[config.mk]
export PLATFORM = sky130hd
export DESIGN_NAME = aliased_regfile
export DESIGN_NICKNAME = d
export VERILOG_FILES = /design/src/rtl/arf_pkg.sv /design/src/rtl/rf_operand_decode.sv /design/src/rtl/rf_read_port.sv /design/src/rtl/rf_pc_reg.sv /design/src/rtl/aliased_regfile.sv
export SDC_FILE = /design/constraint.sdc
export NUM_CORES = 2
export LEC_CHECK = 0
export BUFFER_PORTS_ARGS = -buffer_cell sky130_fd_sc_hd__buf_2
export CAP_MARGIN = 20
export CORE_ASPECT_RATIO = 2
export CORE_MARGIN = 1.5
export CORE_UTILIZATION = 50
export DETAILED_ROUTE_END_ITERATION = 12
export HOLD_SLACK_MARGIN = 0.02
export PLACE_DENSITY = 0.8
export SYNTH_ARGS = -nofsm -noshare
export SYNTH_HDL_FRONTEND = slang
export SYNTH_HIERARCHICAL = 1
export SYNTH_SLANG_ARGS = --single-unit
[constraint.sdc]
create_clock -name clk -period 2.7 [get_ports clk]
set_input_delay 0.27 -clock clk [delete_from_list [all_inputs] [get_ports clk]]
set_output_delay 0.27 -clock clk [all_outputs]
set_load 0.005 [all_outputs]
[src/rtl/arf_pkg.sv]
`timescale 1ns/1ps
package arf_pkg;
  localparam int XLEN   = 64;
  localparam int BASE_W = 3;
  localparam int IDX_W  = BASE_W + 1;
  localparam int NREG   = 1 << IDX_W;
  localparam int DW_W   = XLEN / 2;
  localparam int WD_W   = 16;
  localparam int BY_W   = 8;
  localparam int NRD    = 2;

  typedef enum logic [1:0] {
    SZ_QUAD  = 2'd0,
    SZ_DWORD = 2'd1,
    SZ_WORD  = 2'd2,
    SZ_BYTE  = 2'd3
  } opsize_e;

  typedef enum logic [2:0] {
    LN_Q  = 3'd0,
    LN_D  = 3'd1,
    LN_W  = 3'd2,
    LN_BL = 3'd3,
    LN_BH = 3'd4
  } lane_e;

  typedef struct packed {
    logic [IDX_W-1:0] idx;
    lane_e            lane;
  } operand_t;

  // Turns an instruction's register fields into a storage index and a lane.
  function automatic operand_t decode_operand(
    input logic [BASE_W-1:0] base,
    input logic              ext,
    input logic              pfx,
    input logic [1:0]        size
  );
    operand_t o;
    o.idx = {pfx & ext, base};
    case (opsize_e'(size))
      SZ_QUAD:  o.lane = LN_Q;
      SZ_DWORD: o.lane = LN_D;
      SZ_WORD:  o.lane = LN_W;
      default: begin
        if (!pfx && base[BASE_W-1]) begin
          o.idx  = {{(IDX_W-BASE_W+1){1'b0}}, base[BASE_W-2:0]};
          o.lane = LN_BH;
        end else begin
          o.lane = LN_BL;
        end
      end
    endcase
    return o;
  endfunction

  // New register contents after a write through the given lane.
  function automatic logic [XLEN-1:0] merge_write(
    input logic [XLEN-1:0] old,
    input logic [XLEN-1:0] wd,
    input lane_e           lane
  );
    logic [XLEN-1:0] r;
    r = old;
    case (lane)
      LN_Q:  r = wd;
      LN_D:  r = {{(XLEN-DW_W){1'b0}}, wd[DW_W-1:0]};
      LN_W:  r[WD_W-1:0] = wd[WD_W-1:0];
      LN_BL: r[BY_W-1:0] = wd[BY_W-1:0];
      LN_BH: r[2*BY_W-1:BY_W] = wd[BY_W-1:0];
      default: r = old;
    endcase
    return r;
  endfunction

  // Selected view of a register, zero-extended.
  function automatic logic [XLEN-1:0] view_read(
    input logic [XLEN-1:0] val,
    input lane_e           lane
  );
    logic [XLEN-1:0] r;
    r = '0;
    case (lane)
      LN_Q:  r = val;
      LN_D:  r[DW_W-1:0] = val[DW_W-1:0];
      LN_W:  r[WD_W-1:0] = val[WD_W-1:0];
      LN_BL: r[BY_W-1:0] = val[BY_W-1:0];
      LN_BH: r[BY_W-1:0] = val[2*BY_W-1:BY_W];
      default: r = '0;
    endcase
    return r;
  endfunction
endpackage

[src/rtl/rf_operand_decode.sv]
`timescale 1ns/1ps
module rf_operand_decode
  import arf_pkg::*;
(
  input  logic [BASE_W-1:0] base,
  input  logic              ext,
  input  logic              pfx,
  input  logic [1:0]        size,
  output operand_t          op
);
  assign op = decode_operand(base, ext, pfx, size);
endmodule

[src/rtl/rf_read_port.sv]
`timescale 1ns/1ps
module rf_read_port
  import arf_pkg::*;
(
  input  logic [NREG*XLEN-1:0] regs_flat,
  input  operand_t             op,
  output logic [XLEN-1:0]      data
);
  logic [XLEN-1:0] picked;
  assign picked = regs_flat[op.idx*XLEN +: XLEN];
  assign data   = view_read(picked, op.lane);
endmodule

[src/rtl/rf_pc_reg.sv]
`timescale 1ns/1ps
module rf_pc_reg
  import arf_pkg::*;
#(
  parameter logic [XLEN-1:0] RESET_VEC = 64'hFFFF_FFFF_FFFF_FFF0
) (
  input  logic            clk,
  input  logic            rst_n,
  input  logic            we,
  input  logic            narrow,
  input  logic [XLEN-1:0] next,
  output logic [XLEN-1:0] q
);
  logic [XLEN-1:0] load_val;
  assign load_val = narrow ? merge_write(q, next, LN_D) : next;

  always_ff @(posedge clk) begin
    if (!rst_n)  q <= RESET_VEC;
    else if (we) q <= load_val;
  end
endmodule

[src/rtl/aliased_regfile.sv]
`timescale 1ns/1ps
module aliased_regfile
  import arf_pkg::*;
#(
  parameter logic [63:0] RESET_VEC = 64'hFFFF_FFFF_FFFF_FFF0
) (
  input  logic        clk,
  input  logic        rst_n,
  input  logic [2:0]  rd0_base,
  input  logic        rd0_ext,
  input  logic        rd0_pfx,
  input  logic [1:0]  rd0_size,
  output logic [63:0] rd0_data,
  input  logic [2:0]  rd1_base,
  input  logic        rd1_ext,
  input  logic        rd1_pfx,
  input  logic [1:0]  rd1_size,
  output logic [63:0] rd1_data,
  input  logic        wr_en,
  input  logic [2:0]  wr_base,
  input  logic        wr_ext,
  input  logic        wr_pfx,
  input  logic [1:0]  wr_size,
  input  logic [63:0] wr_data,
  input  logic        pc_we,
  input  logic        pc_narrow,
  input  logic [63:0] pc_next,
  output logic [63:0] pc_q,
  output logic [31:0] pc_lo
);
  // Write side decode and one-hot hit vector.
  operand_t            wr_op;
  logic [NREG-1:0]     wr_hit;
  logic [NREG*XLEN-1:0] regs_flat;

  rf_operand_decode u_wdec (
    .base(wr_base), .ext(wr_ext), .pfx(wr_pfx), .size(wr_size), .op(wr_op)
  );

  for (genvar i = 0; i < NREG; i++) begin : g_reg
    logic [XLEN-1:0] q;
    assign wr_hit[i] = wr_en && (wr_op.idx == IDX_W'(i));
    always_ff @(posedge clk) begin
      if (!rst_n)         q <= '0;
      else if (wr_hit[i]) q <= merge_write(q, wr_data, wr_op.lane);
    end
    assign regs_flat[i*XLEN +: XLEN] = q;
  end

  // Read ports gathered into arrays so that one generate covers them.
  logic [BASE_W-1:0] rd_base_a [NRD];
  logic              rd_ext_a  [NRD];
  logic              rd_pfx_a  [NRD];
  logic [1:0]        rd_size_a [NRD];
  logic [XLEN-1:0]   rd_data_a [NRD];
  operand_t          rd_op_a   [NRD];

  assign rd_base_a[0] = rd0_base;
  assign rd_ext_a[0]  = rd0_ext;
  assign rd_pfx_a[0]  = rd0_pfx;
  assign rd_size_a[0] = rd0_size;
  assign rd_base_a[1] = rd1_base;
  assign rd_ext_a[1]  = rd1_ext;
  assign rd_pfx_a[1]  = rd1_pfx;
  assign rd_size_a[1] = rd1_size;

  for (genvar p = 0; p < NRD; p++) begin : g_rd
    rf_operand_decode u_rdec (
      .base(rd_base_a[p]), .ext(rd_ext_a[p]), .pfx(rd_pfx_a[p]),
      .size(rd_size_a[p]), .op(rd_op_a[p])
    );
    rf_read_port u_port (
      .regs_flat(regs_flat), .op(rd_op_a[p]), .data(rd_data_a[p])
    );
  end

  assign rd0_data = rd_data_a[0];
  assign rd1_data = rd_data_a[1];

  rf_pc_reg #(.RESET_VEC(RESET_VEC)) u_pc (
    .clk(clk), .rst_n(rst_n), .we(pc_we), .narrow(pc_narrow),
    .next(pc_next), .q(pc_q)
  );
  assign pc_lo = pc_q[DW_W-1:0];
endmodule

Word level (Yosys, flattened, before mapping)
Cells that the tools add are included.

storage, ports and cells
  bits in registers = 1088
  output and inout bits = 224
  word-level logic and storage cells = 200

operators by class
  equal/unequal tests = 33
  shifts and indexed selects = 2
  muxes and demuxes = 23
  bitwise logic cells = 3
  reduce and logical (&&, ||, !) cells = 90

operators with widths
  kind                   count
  $shiftx A1024 B11 Y64  2
  $pmux W48 S2           1
  $reduce_and A2 Y1      48
  $mux W32               2
  $mux W64               1
  $pmux W8 S2            3
  $eq A4 B4 Y1 const B   8
  $mux W16               2
  $pmux W3 S3            3
  $mux W4                6
  $logic_and A1 B1 Y1    19
  $eq A3 B2 Y1 const B   6
  $reduce_or A3 Y1       6
  $eq A4 B3 Y1 const B   4
  $mux W8                2
  $reduce_or A4 Y1       3
  $eq A3 B1 Y1 const B   3
  $eq A3 B3 Y1 const B   3
  $logic_not A3 Y1       3
  $mux W3                3
  $eq A4 B2 Y1 const B   2
  $eq A2 B1 Y1 const B   3
  $eq A2 B2 Y1 const B   3
  $logic_not A2 Y1       3
  other kinds (6)        12

Longest topological paths before layout
  depth after elaboration = 8
  depth in mapped cells = 10
  gate-level depth less buffers = 6

By module
Netlist, hierarchy kept.

by module, submodules not included
  module             times used  cells an instance  area each (µm²)  seq. area each (µm²)
  aliased_regfile    1           3870               38341.8          20499.7
  rf_read_port       2           714                8444.3           0.0
  rf_pc_reg          1           245                2453.6           1281.2
  rf_operand_decode  3           9                  67.6             0.0

Least setup slack after synthesis
OpenSTA, ideal clock, no wires.

  path kind = in2out
  start point = input port rd0_base[0]
  end point = output port rd0_data[29]
  data arrival time = 1.826 ns
  slack = 0.604 ns
  stages = 6
  path buffers = 4
  cells stage by stage = buf_4 -> buf_4 -> buf_6 -> buf_2 -> mux4_2 -> a221o_1

between the ends
  longest elaborated chain between the ends = 4

ends and longest elaborated chain
  what                       RTL line               text
  start: declaration         aliased_regfile.sv:9   input logic [2:0] rd0_base,
  $mux W4                    arf_pkg.sv:46          if (!pfx && base[BASE_W-1]) begin
  $mux W4 (*)                arf_pkg.sv:41          case (opsize_e'(size))
  $shiftx A1024 B11 Y64 (*)  rf_read_port.sv:10     assign picked = regs_flat[op.idx*XLEN +: XLEN];
  $mux W16 (*)               arf_pkg.sv:83          case (lane)
  end: declaration           aliased_regfile.sv:13  output logic [63:0] rd0_data,

Mark *: on every way between the ends. The rest lies on a longest branch, timed or not.

==> summary.md <==
| Metric | Value |
|---|---|
| Outcome | complete, but fails checks |
| Failing checks | setup timing |
| R2R Setup Slk | 1.40 ns |
| GRT Resource Usage Total | 32.2% |
| Routed WL | 195 mm |
| Number of flops mapped to enable cells by yosys | 0 |
| Clock Latency Late Sink | 0.70 ns |
| Post-DP Area | 62600 sq um |
| DRT Pass-1 Iters | 7 |
| Final setup vio count | 7 |
| First-pass GRT wire length | 293 mm |
| Initial core utilization | 50.4% |
| Syn avg cell area | 10.4 sq um |
| Worst slew pin tran | 0.936 ns |
| Reg power frac | 46.2% |
| Gpl congestion | 1.01 |
| Synth top area cells | dfxtp_1 38%, mux2i_1 19%, mux4_2 16%, nand2_1 5.5%, nand3_1 2.2% |
| Post-synth cell types | 55 |
| Port bufs | 377 |
| Clock sinks | 1088 |
| Fin. Hold Viols | 0 |
| Headroom to the max-slew limit | 37.2% |
| Detail Route Antenna Nets | 0 |
| Initial antenna violation count | 7 |
| Post-Syn Instances | 5570 |
| Die X | 244 um |
| Iteration-0 DRC Markers | 4869 |
| Crit Path Max Fanout | 7 |
| Vias in the first global route | 49700 |
| Clock tree buffer depth | 3 |
| Setup crit start | rd1_pfx |
| Max-cap violations | 0 |
| Die Area | 118000 sq um |
| Core ar. | 115000 sq um |
| Worst r2r src | u_pc/q[5] |
| Period minus WS final | 2.74 ns |
| Core Util, Final | 58.5% |
| Root Driver | clkbuf_16 |
| Area of the mapped netlist | 57900 sq um |
| Max VDD drop | 0.742 mV |
| Reg clk slew, reported paths | 0.07 ns |
| Tcrit/Tclk final | 101% |
| Crit end category | primary output |
| Most common flop cell mapped by yosys | dfxtp_1 |
| Register area share after synthesis | 37.6% |
| Peak Freq | 365 MHz |
| Clock Power Share | 42.0% |
| Synth warn | 6 |
| CTS tree | done |
| Layout cells sized above 1 | 24.3% |
| Cell internal pwr | 26300 uW |
| Post-route setup slack | -0.0400 ns |
| Total gr overflow | 0 |
| Commonest non-fill, non-tap cell in the layout | mux2i_1 |
| Worst EP required | 2.43 ns |
| Layout net count | 5982 |
| Static leakage | 0.0294 uW |
| Synth top area share | 37.6% |
| Fill cell count | 9078 |
| Worst Setup EP | rd1_data[5] |
| DIE HEIGHT | 484 um |
| Min-Delay Path Class | in -> reg |
| Most frequent cells in the layout | 1109 x mux2i_1, 1052 x dfxtp_1, 853 x nand2_1 |
| Setup TNS | -0.148 ns |
| Combinational power share | 11.9% |
| Pin count of the biggest net entering global routing | 96 |
| DP HPWL | 129 mm |
| Switching fraction of total power | 26.0% |
| Vias/cell | 6.53 |
| Post-route cell area | 67200 sq um |
| Startpoint Class | input port |
| Worst EP arrival | 2.47 ns |
| RSZ-0062 raised after global routing | true |
| Worst R2R Path Depth | 3 |
| Synth-to-Final Area Change | 16.1% |
| Critical R2R Capture | u_pc/q[5] |
| Critical setup path kind | in -> out |
| DRC | 0 |
| # IOs | 378 |
| Post-synthesis async set-or-reset flop share | 0% |
| H-tree Lvls | 3 |
| Largest area contributor in the netlist | dfxtp_1 |
| Worst hold path cell count | 4 |
| #FFs+latches synth | 1088 |
| Switching pwr | 9260 uW |
| Slew Limit Fails | 0 |
| Total number of vias | 48500 |
| Synth Net Count | 5724 |
| Skew final | 0 ns |
| Power Density | 530 nW/um^2 |
| Num CTS Buffers | 98 |
| Routed len/inst | 26.3 um |
| Rows | 176 |
synthesized netlist by cell type, types with 7 or more instances:
library cell / number
mux2i_1: 1112
dfxtp_1: 1088
nand2_1: 853
mux4_2: 406
clkbuf_1: 288
nand3_1: 259
buf_2: 215
a211oi_1: 160
inv_1: 130
a21oi_1: 128
o21ai_0: 128
o31a_1: 128
buf_4: 100
a22oi_1: 98
o22ai_1: 54
nor2b_1: 47
nand2b_1: 39
a221o_1: 34
mux2_2: 32
nand3b_1: 31
nor2_1: 30
buf_1: 24
and3_1: 21
nor4b_1: 20
a22o_1: 18
o31ai_1: 16
nor3_2: 15
buf_6: 12
nand4_1: 12
a32oi_1: 8
o211ai_1: 8
and2_1: 7
cell families (layout without fill, tap and decap cells):
kind of cell             count (synthesis)  count (layout)  synth area share, %
AO/OA/AOI/OAI                          792             792                 9.53
other                                    0               3                    0
multiplexers                          1550            1550                 35.6
AND/OR/NAND/NOR                       1369            1369                 10.9
adder cells (fa/ha/maj)                  1               1               0.0195
buffers and inverters                  770            1104                 6.26
flip-flops                            1088            1088                 37.6
registers in the layout (all words and copies together) (netlist names):
signal	flops
g.q	1024
u_pc/q	64
stage by stage:
step / cells / power [uW] / worst slack [ns] / hold WS (ns)
global route: 7418 / 36500 / -0.0603 / 0.0676
floorplan: 5570 / 19200 / 0.604 / 0.398
detailed placement: 7154 / 20700 / 0.00901 / 0.463
CTS: 7417 / 35500 / -0.0250 / 0.0252
finish: 7420 / 35600 / -0.0400 / 0.0599
global placement: 7154 / 20700 / -0.0145 / 0.450
critical path, stage by stage:
cell     delay (ns)
buf_2          0.13
nor2b_4        0.13
and3_1         0.46
buf_4          0.25
nor4b_1        0.52
buf_4          0.29
a22oi_2        0.08
buf_4          0.16
nand3_4        0.09
buf_6          0.10
power by group through the flow:
stage | clock network (uW) | registers (uW) | logic, uW
after global routing | 15700 | 16400 | 4370
after global placement | 0 | 16800 | 3890
after detailed placement | 0 | 16800 | 3950
final | 14900 | 16400 | 4220
after floorplan | 0 | 16700 | 2430
after CTS | 15000 | 16400 | 4080
cell type report:
| class | count | area (sq um) | share of cell area, % |
|---|---|---|---|
| repair buffers | 797 | 6620 | 9.85 |
| flip-flops and latches | 1088 | 21800 | 32.5 |
| clock buffers | 142 | 2870 | 4.27 |
| clock inverters | 34 | 519 | 0.773 |
| diodes | 3 | 7.51 | 0.0112 |
| inverters | 131 | 497 | 0.739 |
| well taps | 1513 | 1890 | 2.82 |
| multi-input cells | 3712 | 33000 | 49.1 |
per-layer routing:
layer	GRT usage, %	vias to the layer above	wire (um)
li1	-	20900	-
met1	33.2	23600	64000
met2	55.1	2926	95000
met3	7.75	1027	18000
met4	26.7	4	18400
met5	0	-	27
how the worst min path moves through the flow:
stage / start / to
3_3_place_gp: g_reg[4].q[59] / g_reg[4].q[59]
6_report: wr_data[43] / g_reg[13].q[43]
3_5_place_dp: g_reg[11].q[48] / g_reg[11].q[48]
5_1_grt: pc_next[59] / u_pc/q[59]
4_1_cts: pc_next[59] / u_pc/q[59]
2_1_floorplan: pc_next[15] / u_pc/q[15]
repair_timing:
| item | 4_1_cts | 5_1_grt |
|---|---|---|
| pin swaps | 12 | 1 |
| endpoints found under the setup margin | 17 | 16 |
| cloned | 0 | 0 |
| buffers inserted | 0 | 0 |
| hold buffers | 87 | 0 |
| gates resized for setup | 72 | 21 |
| endpoints found under the hold margin | 179 | 0 |
Note: power is estimated with default switching activity, not from simulation.
